### src/rtl/fma4_pkg.sv
`timescale 1ns/1ps
package fma4_pkg;

    // Operand sign mode, {A signed, B signed}
    typedef enum logic [1:0] {
        SM_UU = 2'b00,
        SM_US = 2'b01,
        SM_SU = 2'b10,
        SM_SS = 2'b11
    } sign_mode_e;

    function automatic sign_mode_e mode_of(input logic sa, input logic sb);
        return sign_mode_e'({sa, sb});
    endfunction

endpackage

### src/rtl/fma4_lane_pair.sv
`timescale 1ns/1ps
// Two extended multipliers and the first-stage adder for one product pair.
module fma4_lane_pair
    import fma4_pkg::*;
#(
    parameter int AW = 18
) (
    input  logic [1:0][AW-1:0]        a_i,
    input  logic [1:0][AW-1:0]        b_i,
    input  sign_mode_e                mode_i,
    output logic signed [2*AW+2:0]    psum_o
);
    localparam int XW = AW + 1;        // extended operand width
    localparam int MW = 2 * XW;        // product width
    localparam int PW = MW + 1;        // pair sum width

    logic ext_a, ext_b;
    logic signed [MW-1:0] prod [2];

    always_comb begin
        unique case (mode_i)
            SM_SS:   {ext_a, ext_b} = 2'b11;
            SM_SU:   {ext_a, ext_b} = 2'b10;
            SM_US:   {ext_a, ext_b} = 2'b01;
            default: {ext_a, ext_b} = 2'b00;
        endcase
    end

    for (genvar k = 0; k < 2; k++) begin : g_mul
        logic signed [XW-1:0] ax, bx;
        assign ax = {ext_a & a_i[k][AW-1], a_i[k]};
        assign bx = {ext_b & b_i[k][AW-1], b_i[k]};
        assign prod[k] = MW'(ax) * MW'(bx);
    end

    assign psum_o = PW'(prod[0]) + PW'(prod[1]);

endmodule

### src/rtl/fma4_round_sat.sv
`timescale 1ns/1ps
// Round-half-up at a truncation point, then optional clamp to RES_W bits.
module fma4_round_sat #(
    parameter int IN_W  = 40,
    parameter int TRUNC = 8,
    parameter int RES_W = 24
) (
    input  logic signed [IN_W-1:0] sum_i,
    input  logic                   rnd_en,
    input  logic                   sat_en,
    output logic [RES_W-1:0]       res_o,
    output logic                   ovf_o
);
    localparam int BW   = IN_W + 1;
    localparam int SH_W = BW - TRUNC;
    localparam logic [RES_W-1:0] MAXV = {1'b0, {(RES_W-1){1'b1}}};
    localparam logic [RES_W-1:0] MINV = {1'b1, {(RES_W-1){1'b0}}};

    logic signed [BW-1:0]   biased;
    logic signed [SH_W-1:0] shifted;
    logic                   fits;
    logic [RES_W-1:0]       plain;

    if (TRUNC > 0) begin : g_rnd
        always_comb begin
            biased = {sum_i[IN_W-1], sum_i};
            if (rnd_en)
                biased = biased + (BW'(1) <<< (TRUNC - 1));
        end
    end else begin : g_nornd
        assign biased = {sum_i[IN_W-1], sum_i};
    end

    assign shifted = SH_W'(biased >>> TRUNC);

    if (SH_W > RES_W) begin : g_chk
        logic [SH_W-RES_W:0] upper;
        assign upper = shifted[SH_W-1:RES_W-1];
        assign fits  = (&upper) | ~(|upper);
        assign plain = shifted[RES_W-1:0];
    end else begin : g_wide
        assign fits  = 1'b1;
        assign plain = RES_W'(shifted);
    end

    always_comb begin
        if (sat_en && !fits) begin
            res_o = shifted[SH_W-1] ? MINV : MAXV;
            ovf_o = 1'b1;
        end else begin
            res_o = plain;
            ovf_o = 1'b0;
        end
    end

endmodule

### src/rtl/fma4_sum.sv
`timescale 1ns/1ps
// Four-product multiply-add: lane pairs -> pipeline bank -> second adder
// -> round/saturate -> output bank.
module fma4_sum
    import fma4_pkg::*;
#(
    parameter int AW    = 18,
    parameter int TRUNC = 8,
    parameter int RES_W = 24
) (
    input  logic                clk,
    input  logic                clr,
    input  logic                ce,
    input  logic [3:0][AW-1:0]  op_a,
    input  logic [3:0][AW-1:0]  op_b,
    input  logic                a_signed,
    input  logic                b_signed,
    input  logic                round_en,
    input  logic                sat_en,
    output logic [RES_W-1:0]    result,
    output logic                overflow
);
    localparam int NPAIR = 2;
    localparam int PW    = 2 * (AW + 1) + 1;
    localparam int SW    = PW + 1;
    localparam logic [RES_W-1:0] MAXV = {1'b0, {(RES_W-1){1'b1}}};
    localparam logic [RES_W-1:0] MINV = {1'b1, {(RES_W-1){1'b0}}};

    sign_mode_e mode;
    assign mode = mode_of(a_signed, b_signed);

    logic signed [PW-1:0] psum   [NPAIR];
    logic signed [PW-1:0] psum_q [NPAIR];
    logic                 rnd_q, sat_q;

    for (genvar p = 0; p < NPAIR; p++) begin : g_pair
        fma4_lane_pair #(.AW(AW)) u_pair (
            .a_i    (op_a[2*p+1:2*p]),
            .b_i    (op_b[2*p+1:2*p]),
            .mode_i (mode),
            .psum_o (psum[p])
        );
    end

    // Pipeline register bank
    always_ff @(posedge clk or posedge clr) begin
        if (clr) begin
            psum_q[0] <= '0;
            psum_q[1] <= '0;
            rnd_q     <= 1'b0;
            sat_q     <= 1'b0;
        end else if (ce) begin
            psum_q[0] <= psum[0];
            psum_q[1] <= psum[1];
            rnd_q     <= round_en;
            sat_q     <= sat_en;
        end
    end

    // Second-stage adder and round/saturate
    logic signed [SW-1:0] total;
    logic [RES_W-1:0]     res_d;
    logic                 ovf_d;

    assign total = SW'(psum_q[0]) + SW'(psum_q[1]);

    fma4_round_sat #(.IN_W(SW), .TRUNC(TRUNC), .RES_W(RES_W)) u_rs (
        .sum_i  (total),
        .rnd_en (rnd_q),
        .sat_en (sat_q),
        .res_o  (res_d),
        .ovf_o  (ovf_d)
    );

    // Output register bank
    always_ff @(posedge clk or posedge clr) begin
        if (clr) begin
            result   <= '0;
            overflow <= 1'b0;
        end else if (ce) begin
            result   <= res_d;
            overflow <= ovf_d;
        end
    end

    AST_HOLD_ON_IDLE: assert property (@(posedge clk) disable iff (clr)
        !ce |=> ($stable(result) && $stable(overflow)));

    AST_OVF_CLAMPED: assert property (@(posedge clk) disable iff (clr)
        overflow |-> (result == MAXV || result == MINV));

    AST_OVF_NEEDS_SAT: assert property (@(posedge clk) disable iff (clr)
        $rose(overflow) |-> $past(sat_q));

    AST_UU_NONNEG: assert property (@(posedge clk) disable iff (clr)
        (ce && !a_signed && !b_signed) |=> (!psum_q[0][PW-1] && !psum_q[1][PW-1]));

endmodule

### config.mk
export PLATFORM = sky130hd
export DESIGN_NAME = fma4_sum
export DESIGN_NICKNAME = d
export VERILOG_FILES = /design/src/rtl/fma4_pkg.sv /design/src/rtl/fma4_lane_pair.sv /design/src/rtl/fma4_round_sat.sv /design/src/rtl/fma4_sum.sv
export SDC_FILE = /design/constraint.sdc
export NUM_CORES = 2
export LEC_CHECK = 0
export ABC_AREA = 1
export BUFFER_PORTS_ARGS = -buffer_cell sky130_fd_sc_hd__buf_4
export CAP_MARGIN = 20
export CELL_PAD_IN_SITES_DETAIL_PLACEMENT = 0
export CELL_PAD_IN_SITES_GLOBAL_PLACEMENT = 1
export CORE_MARGIN = 5
export CORE_UTILIZATION = 55
export CTS_CLUSTER_SIZE = 16
export DETAILED_ROUTE_END_ITERATION = 6
export PLACE_DENSITY = 0.94
export SLEW_MARGIN = 10
export SYNTH_ARGS = -nofsm -noshare
export SYNTH_HDL_FRONTEND = slang
export SYNTH_HIERARCHICAL = 1
export SYNTH_SLANG_ARGS = --single-unit
### constraint.sdc
create_clock -name clk -period 9.4 [get_ports clk]
set_input_delay 0.94 -clock clk [delete_from_list [all_inputs] [get_ports clk]]
set_output_delay 0.94 -clock clk [all_outputs]
set_load 0.05 [all_outputs]
==> summary.md <==
| Metric | Value |
|---|---|
| Post-CTS Setup Bufs | `0` |
| H-tree depth | `3` |
| Final hold vios | `0` |
| Design Area, Final | `68,100 sq um` |
| GP Congestion | `0.986` |
| First-pass GRT wire length | `300 mm` |
| Worst-Margin Slew | `0.994 ns` |
| Max-Cap Viols | `0` |
| Final count of pins violating max slew | `0` |
| Rows | `126` |
| Grt total ovfl | `0` |
| Syn_nets | `10,400` |
| Final Skew | `0.0139 ns` |
| CORE AREA | `118,000 sq um` |
| Post-Syn Area | `65,700 sq um` |
| Crit path max fanout | `18` |
| DR pass1 iterations | `6` |
| Post-route ant nets | `0` |
| Via count | `50,300` |
| Die X-Extent | `356 microns` |
| HPWL Detailed | `163 mm` |
| Worst R2R End | `result[13]$_DFFE_PP0P_` |
| Vias in the first global route | `55,100` |
| Area grow syn2layout | `3.77%` |
| Slew Limit Headroom | `0.337` |
| Root buffer cell | `clkbuf_16` |
| DR DRC count | `0` |
| Setup TNS | `0 ns` |
| Slowest stage delay, CP | `0.63 ns` |
| Initial Util | `0.555` |
| Final setup vio count | `0` |
| Max clock buf depth | `2` |
| Tmin final | `8.60 ns` |
| Worst endpoint data arrival time | `8.87 ns` |
| Number of cells upsized or downsized after cts | `0` |
| Largest net degree at the start of global routing | `76` |
| Skew-Pair Late Insertion Delay | `0.37 ns` |
| Critical path class | `in -> reg` |
| I/O pins | `176` |
| Startpoint Class | `primary input` |
| TritonCTS buffer count | `9` |
| Routed len/inst | `19.2 microns` |
| Die area | `126,000 sq um` |
| Post-CTS Hold Fix Bufs | `0` |
| Outcome | `completed` |
| First-iteration detailed-routing DRC count | `3,572` |
| Number of antenna violations at the first check in global routing | `6` |
| CTS tree | `done` |
| CP max-delay cell | `fa_1` |
| CP most frequent cell | `fa_1` |
| Worst min path class | `reg -> reg` |
| Reg2Reg Depth | `22` |
| Worst-path clk slew | `0.08 ns` |
| Hold Crit Start | `result[2]$_DFFE_PP0P_` |
| Ys Warns | `6` |
| Fin nets | `10,300` |
| Post-Route WL | `186 mm` |
| FF-to-FF setup slack | `5.10 ns` |
| Cell count after synthesis | `8,206` |
| CTS sink count | `105` |
| Die Ht | `356 microns` |
| IO buf count | `175` |
| Unrepaired setup endpoints after global routing | `false` |
| Final Cycle Share | `0.915` |
| Vias per cell | `5.22` |
| Worst Hold Path Cells | `1` |
| Worst setup EP type | `flop` |
| Mapped Avg Cell Area | `8.00 sq um` |
| Layout cells sized above 1 | `0.0528` |
| Hold Path End | `result[2]$_DFFE_PP0P_` |
| Total placed instance area | `67,800 sq um` |
| Reg-to-Reg Start | `psum_q[47]$_DFFE_PP0P_` |
| Fmax | `116 MHz` |
| CP required | `9.66 ns` |
| All-Layer GR Usage | `0.305` |
-- registers in the layout, summed over array words and instances (netlist names) --
register and count:
result 24, sat_q 1, overflow 1, rnd_q 1
psum_q 78
-- worst max-delay path: cells and delay by family --
kind          cells  cell delay [ns]
fa+ha+maj         9             4.93
simple gates      9             1.43
buf+inv           9             1.31
mux               1             0.26
-- cell type report --
| class | count | area, sq um |
|---|---|---|
| multi-input cells | 5177 | 52000 |
| inverters | 2608 | 9790 |
| fillers | 10900 | 50100 |
| flip-flops and latches | 105 | 2630 |
| well taps | 1536 | 1920 |
| clock buffers | 10 | 239 |
| repair buffers | 195 | 1480 |
| diodes | 5 | 12.5 |
| clock inverters | 6 | 50.0 |
-- through the flow --
step	cells	hold slack, ns	utilization	setup WS (ns)
final	9642	0.508	0.576	0.796
after global routing	9637	0.524	0.576	0.338
after CTS	9636	0.514	0.576	0.836
after detailed placement	9620	0.498	0.574	0.463
after global placement	9620	0.491	0.574	0.551
after floorplan	8206	0.482	-	1.43
-- worst max-delay path by stage --
| stage | startpoint | end |
|---|---|---|
| 2_1_floorplan | op_b[19] | psum_q[77]$_DFFE_PP0P_ |
| 3_3_place_gp | a_signed | psum_q[77]$_DFFE_PP0P_ |
| 3_5_place_dp | a_signed | psum_q[77]$_DFFE_PP0P_ |
| 4_1_cts | a_signed | psum_q[77]$_DFFE_PP0P_ |
| 5_1_grt | a_signed | psum_q[77]$_DFFE_PP0P_ |
| 6_report | a_signed | psum_q[77]$_DFFE_PP0P_ |
-- metal layers --
layer / vias up / wire (microns) / GRT usage
met2: 1989 / 88600 / 0.512
met4: 6 / 5780 / 0.0791
met5: - / 44 / 0
met3: 299 / 17100 / 0.0600
met1: 25500 / 74000 / 0.408
li1: 22500 / - / -
-- layout by cell type, fill, tap and decap left out, drive strengths merged, types with 32 or more instances in the layout --
cell / instances
nand4: 34
xor2: 71
nor2: 322
nand2: 2169
inv: 2607
a21oi: 119
ha: 382
fa: 1651
nor3: 32
buf: 195
nand3: 134
xnor2: 32
o21ai: 59
mux2: 105
dfrtp: 105
Power is not shown: default switching activity piles up to over one toggle a cycle in this logic, so the estimate is an artifact.
